File: src/rtl/rsv_pkg.sv
package rsv_pkg;
  localparam int unsigned RS_SLOTS_DEFAULT = 8;

  // state of one source operand field
  typedef enum logic {
    SRC_PENDING = 1'b0,
    SRC_VALUE   = 1'b1
  } src_state_e;
endpackage

File: src/rtl/rsv_operand.sv
// One source operand: value-or-tag storage with broadcast capture.
module rsv_operand #(
  parameter int DATA_W = 16,
  parameter int TAG_W  = 6
) (
  input  logic              clk,
  input  logic              rst,
  input  logic              load,
  input  logic              in_have,
  input  logic [DATA_W-1:0] in_field,
  input  logic              bc_valid,
  input  logic [TAG_W-1:0]  bc_tag,
  input  logic [DATA_W-1:0] bc_value,
  output logic              have,
  output logic [DATA_W-1:0] field
);
  import rsv_pkg::*;

  src_state_e        state_q;
  logic [DATA_W-1:0] field_q;
  logic              hit_new;
  logic              hit_old;

  // capture on the same edge as the dispatch write
  assign hit_new = bc_valid && !in_have && (in_field[TAG_W-1:0] == bc_tag);
  // capture for a field already waiting
  assign hit_old = bc_valid && (state_q == SRC_PENDING) && (field_q[TAG_W-1:0] == bc_tag);

  always_ff @(posedge clk) begin
    if (rst) begin
      state_q <= SRC_PENDING;
    end else if (load) begin
      state_q <= (in_have || hit_new) ? SRC_VALUE : SRC_PENDING;
    end else if (hit_old) begin
      state_q <= SRC_VALUE;
    end
  end

  always_ff @(posedge clk) begin
    if (load) begin
      field_q <= hit_new ? bc_value : in_field;
    end else if (hit_old) begin
      field_q <= bc_value;
    end
  end

  assign have  = (state_q == SRC_VALUE);
  assign field = field_q;
endmodule

File: src/rtl/rsv_slot.sv
// One station slot: occupancy, payload and two operand fields.
module rsv_slot #(
  parameter int OP_W   = 4,
  parameter int DATA_W = 16,
  parameter int TAG_W  = 6,
  parameter int ROB_W  = 5
) (
  input  logic              clk,
  input  logic              rst,
  input  logic              alloc,
  input  logic              release_en,
  input  logic [OP_W-1:0]   d_op,
  input  logic              d_s1_have,
  input  logic [DATA_W-1:0] d_s1,
  input  logic              d_s2_have,
  input  logic [DATA_W-1:0] d_s2,
  input  logic [TAG_W-1:0]  d_dst,
  input  logic [ROB_W-1:0]  d_rob,
  input  logic              bc_valid,
  input  logic [TAG_W-1:0]  bc_tag,
  input  logic [DATA_W-1:0] bc_value,
  output logic              occupied,
  output logic              ready,
  output logic [OP_W-1:0]   op,
  output logic [DATA_W-1:0] s1,
  output logic [DATA_W-1:0] s2,
  output logic [TAG_W-1:0]  dst,
  output logic [ROB_W-1:0]  rob
);
  logic             occ_q;
  logic             have1;
  logic             have2;
  logic [OP_W-1:0]  op_q;
  logic [TAG_W-1:0] dst_q;
  logic [ROB_W-1:0] rob_q;

  always_ff @(posedge clk) begin
    if (rst) begin
      occ_q <= 1'b0;
    end else if (alloc) begin
      occ_q <= 1'b1;
    end else if (release_en) begin
      occ_q <= 1'b0;
    end
  end

  always_ff @(posedge clk) begin
    if (alloc) begin
      op_q  <= d_op;
      dst_q <= d_dst;
      rob_q <= d_rob;
    end
  end

  rsv_operand #(.DATA_W(DATA_W), .TAG_W(TAG_W)) u_src1 (
    .clk(clk), .rst(rst), .load(alloc),
    .in_have(d_s1_have), .in_field(d_s1),
    .bc_valid(bc_valid), .bc_tag(bc_tag), .bc_value(bc_value),
    .have(have1), .field(s1)
  );

  rsv_operand #(.DATA_W(DATA_W), .TAG_W(TAG_W)) u_src2 (
    .clk(clk), .rst(rst), .load(alloc),
    .in_have(d_s2_have), .in_field(d_s2),
    .bc_valid(bc_valid), .bc_tag(bc_tag), .bc_value(bc_value),
    .have(have2), .field(s2)
  );

  assign occupied = occ_q;
  assign ready    = occ_q & have1 & have2;
  assign op       = op_q;
  assign dst      = dst_q;
  assign rob      = rob_q;
endmodule

File: src/rtl/rsv_age_pick.sv
// Relative-age matrix; grants the earliest-dispatched requester.
module rsv_age_pick #(
  parameter int SLOTS = 8
) (
  input  logic             clk,
  input  logic             rst,
  input  logic [SLOTS-1:0] alloc_oh,
  input  logic [SLOTS-1:0] occ,
  input  logic [SLOTS-1:0] req,
  output logic [SLOTS-1:0] grant_oh
);
  // older_q[a][b] set: slot a entered before slot b
  logic [SLOTS-1:0][SLOTS-1:0] older_q;

  always_ff @(posedge clk) begin
    if (rst) begin
      older_q <= '0;
    end else begin
      for (int k = 0; k < SLOTS; k++) begin
        if (alloc_oh[k]) begin
          for (int j = 0; j < SLOTS; j++) begin
            older_q[k][j] <= 1'b0;
            if (j != k) older_q[j][k] <= occ[j];
          end
        end
      end
    end
  end

  for (genvar i = 0; i < SLOTS; i++) begin : g_col
    logic [SLOTS-1:0] beaten_by;
    for (genvar j = 0; j < SLOTS; j++) begin : g_row
      if (i == j) begin : g_self
        assign beaten_by[j] = 1'b0;
      end else begin : g_other
        assign beaten_by[j] = older_q[j][i];
      end
    end
    assign grant_oh[i] = req[i] && ~|(beaten_by & req);
  end
endmodule

File: src/rtl/rsv_station.sv
// Operand-wait station: dispatch, broadcast wakeup, oldest-ready issue.
module rsv_station #(
  parameter int SLOTS  = rsv_pkg::RS_SLOTS_DEFAULT,
  parameter int OP_W   = 4,
  parameter int DATA_W = 16,
  parameter int TAG_W  = 6,
  parameter int ROB_W  = 5
) (
  input  logic              clk,
  input  logic              rst,
  input  logic              disp_valid,
  output logic              disp_ready,
  input  logic [OP_W-1:0]   disp_op,
  input  logic              disp_s1_have,
  input  logic [DATA_W-1:0] disp_s1,
  input  logic              disp_s2_have,
  input  logic [DATA_W-1:0] disp_s2,
  input  logic [TAG_W-1:0]  disp_dst,
  input  logic [ROB_W-1:0]  disp_rob,
  input  logic              bc_valid,
  input  logic [TAG_W-1:0]  bc_tag,
  input  logic [DATA_W-1:0] bc_value,
  output logic              iss_valid,
  input  logic              iss_ready,
  output logic [OP_W-1:0]   iss_op,
  output logic [DATA_W-1:0] iss_s1,
  output logic [DATA_W-1:0] iss_s2,
  output logic [TAG_W-1:0]  iss_dst,
  output logic [ROB_W-1:0]  iss_rob
);
  localparam logic [SLOTS-1:0] ONE = {{(SLOTS-1){1'b0}}, 1'b1};

  logic [SLOTS-1:0]  slot_occ;
  logic [SLOTS-1:0]  slot_rdy;
  logic [SLOTS-1:0]  free_vec;
  logic [SLOTS-1:0]  first_free;
  logic [SLOTS-1:0]  alloc_oh;
  logic [SLOTS-1:0]  pick_oh;
  logic [SLOTS-1:0]  release_vec;
  logic              accept;
  logic              take;

  logic [OP_W-1:0]   s_op  [SLOTS];
  logic [DATA_W-1:0] s_s1  [SLOTS];
  logic [DATA_W-1:0] s_s2  [SLOTS];
  logic [TAG_W-1:0]  s_dst [SLOTS];
  logic [ROB_W-1:0]  s_rob [SLOTS];

  logic [OP_W-1:0]   sel_op;
  logic [DATA_W-1:0] sel_s1;
  logic [DATA_W-1:0] sel_s2;
  logic [TAG_W-1:0]  sel_dst;
  logic [ROB_W-1:0]  sel_rob;

  // allocation: lowest free slot
  assign free_vec   = ~slot_occ;
  assign first_free = free_vec & (~free_vec + ONE);
  assign disp_ready = |free_vec;
  assign accept     = disp_valid && disp_ready;
  assign alloc_oh   = accept ? first_free : '0;

  // move the pick to the issue stage whenever that stage frees up
  assign take        = (|pick_oh) && (!iss_valid || iss_ready);
  assign release_vec = take ? pick_oh : '0;

  for (genvar i = 0; i < SLOTS; i++) begin : g_slot
    rsv_slot #(
      .OP_W(OP_W), .DATA_W(DATA_W), .TAG_W(TAG_W), .ROB_W(ROB_W)
    ) u_slot (
      .clk(clk), .rst(rst),
      .alloc(alloc_oh[i]), .release_en(release_vec[i]),
      .d_op(disp_op),
      .d_s1_have(disp_s1_have), .d_s1(disp_s1),
      .d_s2_have(disp_s2_have), .d_s2(disp_s2),
      .d_dst(disp_dst), .d_rob(disp_rob),
      .bc_valid(bc_valid), .bc_tag(bc_tag), .bc_value(bc_value),
      .occupied(slot_occ[i]), .ready(slot_rdy[i]),
      .op(s_op[i]), .s1(s_s1[i]), .s2(s_s2[i]),
      .dst(s_dst[i]), .rob(s_rob[i])
    );
  end

  rsv_age_pick #(.SLOTS(SLOTS)) u_pick (
    .clk(clk), .rst(rst),
    .alloc_oh(alloc_oh), .occ(slot_occ),
    .req(slot_rdy), .grant_oh(pick_oh)
  );

  // one-hot read of the picked slot
  always_comb begin
    sel_op  = '0;
    sel_s1  = '0;
    sel_s2  = '0;
    sel_dst = '0;
    sel_rob = '0;
    for (int i = 0; i < SLOTS; i++) begin
      if (pick_oh[i]) begin
        sel_op  = sel_op  | s_op[i];
        sel_s1  = sel_s1  | s_s1[i];
        sel_s2  = sel_s2  | s_s2[i];
        sel_dst = sel_dst | s_dst[i];
        sel_rob = sel_rob | s_rob[i];
      end
    end
  end

  // registered issue stage
  always_ff @(posedge clk) begin
    if (rst) begin
      iss_valid <= 1'b0;
    end else if (take) begin
      iss_valid <= 1'b1;
    end else if (iss_ready) begin
      iss_valid <= 1'b0;
    end
  end

  always_ff @(posedge clk) begin
    if (take) begin
      iss_op  <= sel_op;
      iss_s1  <= sel_s1;
      iss_s2  <= sel_s2;
      iss_dst <= sel_dst;
      iss_rob <= sel_rob;
    end
  end
endmodule

File: config.mk
export PLATFORM = sky130hd
export DESIGN_NAME = rsv_station
export DESIGN_NICKNAME = d
export VERILOG_FILES = /design/src/rtl/rsv_pkg.sv /design/src/rtl/rsv_operand.sv /design/src/rtl/rsv_slot.sv /design/src/rtl/rsv_age_pick.sv /design/src/rtl/rsv_station.sv
export SDC_FILE = /design/constraint.sdc
export NUM_CORES = 1
export LEC_CHECK = 0
export BUFFER_PORTS_ARGS = -buffer_cell sky130_fd_sc_hd__buf_4
export CORE_MARGIN = 2
export CORE_UTILIZATION = 62
export DETAILED_ROUTE_END_ITERATION = 12
export GPL_TIMING_DRIVEN = 1
export PLACE_DENSITY = 0.81
export SLEW_MARGIN = 25
export SYNTH_ARGS = -nofsm -noshare
export SYNTH_HDL_FRONTEND = slang
export SYNTH_SLANG_ARGS = --single-unit
File: constraint.sdc
create_clock -name clk -period 5.3 [get_ports clk]
set_input_delay 1.06 -clock clk [delete_from_list [all_inputs] [get_ports clk]]
set_output_delay 1.06 -clock clk [all_outputs]
set_load 0.02 [all_outputs]
# Word level (Yosys, flattened, before mapping)
# Cells that the tools add are included.
# classes
n_addsub	1
eq_ne	18
n_mux	183
n_bitwise	78
n_reduce_logical	130
# ops
op	n
$mux W16	50
$or A16 B16 Y16	14
$eq A6 B6 Y1	18
$reduce_bool A2 Y1	53
$mux W1	100
$reduce_or A8 Y1	10
$and A8 B8 Y8	8
$mux W8	8
$mux W6	8
$logic_and A1 B1 Y1	46
$or A6 B6 Y6	7
$mux W5	8
$or A5 B5 Y5	7
$mux W4	8
$or A4 B4 Y4	7
$and A1 B1 Y1	16
$not A1 Y1	16
$not A8 Y8	2
$reduce_or A2 Y1	7
$logic_not A1 Y1	11
$mux W9	1
$add A8 B1 Y8 const B	1
$and A7 B8 Y8	1
$logic_or A1 B1 Y1	3
# totals
ff_bits	504
inputBits	76
out_inout_bits	49
wordCells	536

# Depth between registers and ports, before layout
# depth
depth_word	21
mapped_depth	9
mapped_depth_nobuf	6

# Hierarchy
# A second synthesis with hierarchy kept.
# unflattened
hier_cells	1834
hier_area_um2	25547.0
# modules_own_cells
mod	n_inst	cells_per_inst	area_each_um2	seq_area_each_um2
rsv_operand	16	66	958.4	500.5
rsv_slot	8	20	495.5	470.5
rsv_station	1	352	3761.1	1431.4
rsv_age_pick	1	266	2487.4	1121.1

# Worst setup path after synthesis
# No wires, ideal clock.
# synth_path
path_kind	reg2reg
start	register g_slot[6].u_slot.u_src2.state_q
end	register iss_dst[0], enable pin
setup_time_ns	0.467
arrival_ns	3.780
t_required_ns	4.833
slack_ns	1.053
stages_incl_launch_ff	8
n_path_buf	2
synth_period_minus_slack_ns	4.247
cell_sequence	dfxtp_1 clkbuf_1 and3_1 a22o_1 a2111oi_4 buf_2 nor4_1 a21oi_1
# synth_via
elab_chain_cells	7
word_cells_on_any_way	35
cone_classes	9 x bitwise; 26 x reduce/logical
# synth_lines
item	line_no	source
from (decl)	rsv_operand.sv:19	src_state_e state_q;
from (signal assigned)	rsv_operand.sv:33	state_q <= (in_have || hit_new) ? SRC_VALUE : SRC_PENDING;
$and A1 B1 Y1 *	rsv_slot.sv:70	assign ready = occ_q & have1 & have2;
$and A8 B8 Y8 / $and A7 B8 Y8 (equally long branches)	rsv_age_pick.sv:39	assign grant_oh[i] = req[i] && ~|(beaten_by & req);
$reduce_or A8 Y1	rsv_age_pick.sv:39	
$logic_not A1 Y1	rsv_age_pick.sv:39	
$logic_and A1 B1 Y1	rsv_age_pick.sv:39	
$reduce_or A8 Y1 *	rsv_station.sv:63	assign take = (|pick_oh) && (!iss_valid || iss_ready);
$logic_and A1 B1 Y1 *	rsv_station.sv:63	
via take	rsv_station.sv:41	logic take;
to (signal assigned)	rsv_station.sv:123	iss_dst <= sel_dst;
to (decl)	rsv_station.sv:28	output logic [TAG_W-1:0] iss_dst,
# Mark *: on every way through the listed nets, which the timed path passes. The rest lies on a longest branch.
# A chain may end at the register's enable or synchronous reset.

# Final worst setup path
# layout_path
start	register g_slot[1].u_slot.occ_q
end	register iss_s2[7], enable pin
# layout_via
elab_chain_cells	8
word_cells_on_any_way	36
cone_classes	10 x bitwise; 26 x reduce/logical
# layout_lines
item	line_no	source
from (decl)	rsv_slot.sv:30	logic occ_q;
from (signal assigned)	rsv_slot.sv:39	occ_q <= 1'b0;
from (signal assigned)	rsv_slot.sv:41	occ_q <= 1'b1;
from (signal assigned)	rsv_slot.sv:43	occ_q <= 1'b0;
$and A1 B1 Y1 * (2 in series)	rsv_slot.sv:70	
$and A8 B8 Y8 / $and A7 B8 Y8 (equally long branches)	rsv_age_pick.sv:39	
$reduce_or A8 Y1	rsv_age_pick.sv:39	
$logic_not A1 Y1	rsv_age_pick.sv:39	
$logic_and A1 B1 Y1	rsv_age_pick.sv:39	
$reduce_or A8 Y1 *	rsv_station.sv:63	
$logic_and A1 B1 Y1 *	rsv_station.sv:63	
via take	rsv_station.sv:41	
to (signal assigned)	rsv_station.sv:122	iss_s2 <= sel_s2;
to (decl)	rsv_station.sv:27	output logic [DATA_W-1:0] iss_s2,
# Marked as above.

==> reports/qor.csv <==
metric,value,unit
CP max stage delay,0.67,ns
initial antenna violation count,1,
Hold Slack,0.456,ns
"FF+latch count, synth",504,
Worst Hold Endpoint,u_pick.g_col[2].beaten_by[6],
status,completed,
leakage,0.00988,uW
Power Dens Cells,317,mW/mm2
GP Congestion,0.972,
critical path arrival,3.91,ns
crit path kind,reg2reg,
via count,16564,
ys flop type,edfxtp_1,
first-pass GRT wire length,104,mm
core footprint,0.0378,mm2
Hold Path Depth,2,
slew margin rel.,0.286,
RSZ-0062 raised after global routing,no,
dpl ws,1.66,ns
share of layout cells above drive strength 1,0.268,
grt total ovfl,0,
nets,1994,
yosys warns,0,
CTS tree,done,
CP Max Fanout,29,
Longest Clk Path Bufs,3,
R2R Setup Slk,1.73,ns
post-synth net total,1934,
Final Power,8480,uW
Peak VDD IR,0.000241,V
number of global-route vias before repair,16752,
Tmin final,3.57,ns
All-Layer GR Usage,0.345,
Worst Hold Launch,u_pick.g_col[2].beaten_by[6],
post-synthesis cell area,0.0239,mm2
final wirelength,69.9,mm
crit path launch type,flop,
number of enable flip-flop cells after synthesis,423,
FF-to-FF Start,g_slot[1].u_slot.occupied,
sequential area share after synthesis,0.600,
Routed WL per cell,28.3,um
initial drt markers,2334,
Cell Rows,71,
Initial Util,0.632,
setup ws final,1.73,ns
R2R cell count,8,
Synth async-reset ratio,0,
clk_lat worst skew,0.61,ns
Top Ports,125,
Vias/cell,6.71,
Max Slew Vio Count,0,
largest net degree at the start of global routing,54,
Die Ht,200,um
worst path bufs/invs,3,
residual DRC count,0,
fmax,280,MHz
Clock Root Buffer,clkbuf_16,
Num CTS Buffers,51,
worst slew pin tran,1.07,ns
TritonRoute pass-1 iters,6,
ANT nets after route,0,
"Hold-fix buffers, CTS",0,
HPWL Detailed,41.4,mm
PortBufs,124,
Crit path top cell by count,buf_4,
"Reg clk slew, reported paths",0.06,ns
required time of the critical path,5.64,ns
Clock Sink Count,504,
Crit-path slowest cell,dfxtp_1,
post-route setup TNS,0,ns
final hold violations,0,
Tcrit/Tclk final,0.674,
Post-CTS Setup Inserts,0,
# setup viols final,0,
area grow syn2layout,11.9,%
crit-path leading delay family,buffers and inverters,
Mapped Avg Cell Area,12.9,um2
area of the die,0.0401,mm2
H-Tree Depth,2,
final clock skew,0.0173,ns
max-cap viol count,0,
"Distinct cells, synth",62,
CP Cell Sequence,nand4_1 > nand4_1 > buf_4 > nor2_2 > buf_4 > nor4_1 > a21oi_4 > buf_4,
reg2reg end,iss_s2[7],
die width,200,um
post_cts resized,0,
Hold Path Class,reg2reg,
Syn Inst Count,1858,
Worst Setup End Kind,flop,
==> cell families (layout without fill, tap and decap cells) <==
kind of cell | after synthesis | after routing | synth area share
buffers and inverters | 310 | 410 | 0.0569
xor gates and xnor gates | 108 | 108 | 0.0396
AOI/OAI and AO/OA | 241 | 241 | 0.0761
other | 0 | 1 | 0
and+or+nand+nor | 433 | 433 | 0.0980
DFF | 504 | 504 | 0.600
muxes | 262 | 262 | 0.129
==> tightest hold or removal path, stage by stage, from the launching register on <==
cell and delay (ns):
dfxtp_1 0.31, nand2_1 0.05, a21oi_1 0.05
==> cell usage in the layout, fill, tap and decap left out, types with 7 or more instances in the layout <==
| master | synthesis | final |
|---|---|---|
| a2111oi_0 | 47 | 47 |
| a21oi_1 | 42 | 41 |
| a22oi_1 | 94 | 94 |
| and3_1 | 9 | 9 |
| buf_4 | 3 | 159 |
| clkbuf_1 | 77 | 10 |
| clkbuf_16 | 0 | 53 |
| clkinv_1 | 3 | 8 |
| clkinv_2 | 0 | 14 |
| dfxtp_1 | 81 | 81 |
| edfxtp_1 | 423 | 423 |
| inv_1 | 150 | 150 |
| mux2_1 | 22 | 22 |
| mux2_2 | 195 | 195 |
| mux2_4 | 39 | 39 |
| nand2_1 | 48 | 48 |
| nand3_1 | 65 | 65 |
| nand4_1 | 71 | 71 |
| nor2_1 | 31 | 26 |
| nor3_1 | 157 | 157 |
| nor3b_1 | 7 | 7 |
| o21a_1 | 11 | 11 |
| o221a_2 | 8 | 8 |
| o41ai_2 | 0 | 7 |
| xnor2_1 | 58 | 58 |
| xor2_1 | 50 | 50 |
==> synth_stat cells, drive strengths merged, types with 3 or more instances <==
cell,n,area (um2)
edfxtp,423,12700
mux2,256,3030
nor3,160,828
inv,154,578
a22oi,94,706
dfxtp,81,1620
clkbuf,78,294
buf,74,467
nand4,73,478
nand3,65,325
xnor2,58,508
nand2,57,267
xor2,50,438
a2111oi,48,439
a21oi,42,210
nor2,35,141
o21a,11,82.6
and3,9,56.3
nor3b,8,65.1
o221a,8,90.1
o41ai,7,61.3
a211oi,6,45.0
mux2i,6,60.1
nand3b,6,45.0
o21ai,5,25.0
o31ai,5,37.5
a221oi,4,35.0
clkinv,4,20.0
nor2b,4,25.0
nor4,4,25.0
a31oi,3,18.8
nand2b,3,18.8
or2,3,18.8
==> how the worst max path moves through the flow <==
stage	start	end	slack (ns)	cells after the start
detailed placement	disp_valid	g_slot[3].u_slot.u_src1.field[1]	1.66	6
global route	g_slot[1].u_slot.occupied	iss_s1[7]	1.58	8
global placement	disp_valid	g_slot[3].u_slot.u_src1.field[10]	1.75	6
floorplan	g_slot[6].u_slot.u_src2.have	iss_dst[0]	1.05	7
CTS	g_slot[1].u_slot.occupied	iss_s1[11]	1.84	8
finish	g_slot[1].u_slot.occupied	iss_s2[7]	1.73	8
==> sequential cells by signal, summed over array words and instances (netlist names) <==
name / count
g_slot.u_slot.u_src1.field: 128
g_slot.u_slot.u_src2.field: 128
u_pick.g_col.beaten_by: 56
g_slot.u_slot.dst: 48
g_slot.u_slot.rob: 40
g_slot.u_slot.op: 32
iss_s1: 16
iss_s2: 16
g_slot.u_slot.occupied: 8
g_slot.u_slot.u_src1.have: 8
g_slot.u_slot.u_src2.have: 8
iss_dst: 6
iss_rob: 5
iss_op: 4
iss_valid: 1
==> routing by layer <==
layer  wire, um  track usage  vias up
met5          0            0        -
met3       8500       0.0693      258
li1           -            -     7078
met1      25300        0.452     8028
met2      32600        0.551     1200
met4       3500        0.174        0
==> cell type report <==
cell class                 count  area, um2
clock inverter                29        265
fill                        2551      11000
clock buffer                  64       1380
timing repair buffer         159       1190
antenna                        1       2.50
inverter                     158        598
sequential                   504      14300
multi-input combinational   1044       8310
tap                          511        639
==> power breakdown <==
part,switching [uW],internal [uW],total (uW)
Clock,1550,2040,3590
Sequential,38.8,4360,4400
Combinational,283,204,487
==> per-stage QoR <==
stage / area, um2 / utilization / instances
2_1_floorplan: 23900 / - / 1858
3_3_place_gp: 25000 / 0.663 / 2376
3_5_place_dp: 25000 / 0.663 / 2376
4_1_cts: 26700 / 0.707 / 2469
5_1_grt: 26700 / 0.707 / 2470
6_report: 26700 / 0.707 / 2470
No activity file was read; power rests on OpenSTA's default activity.
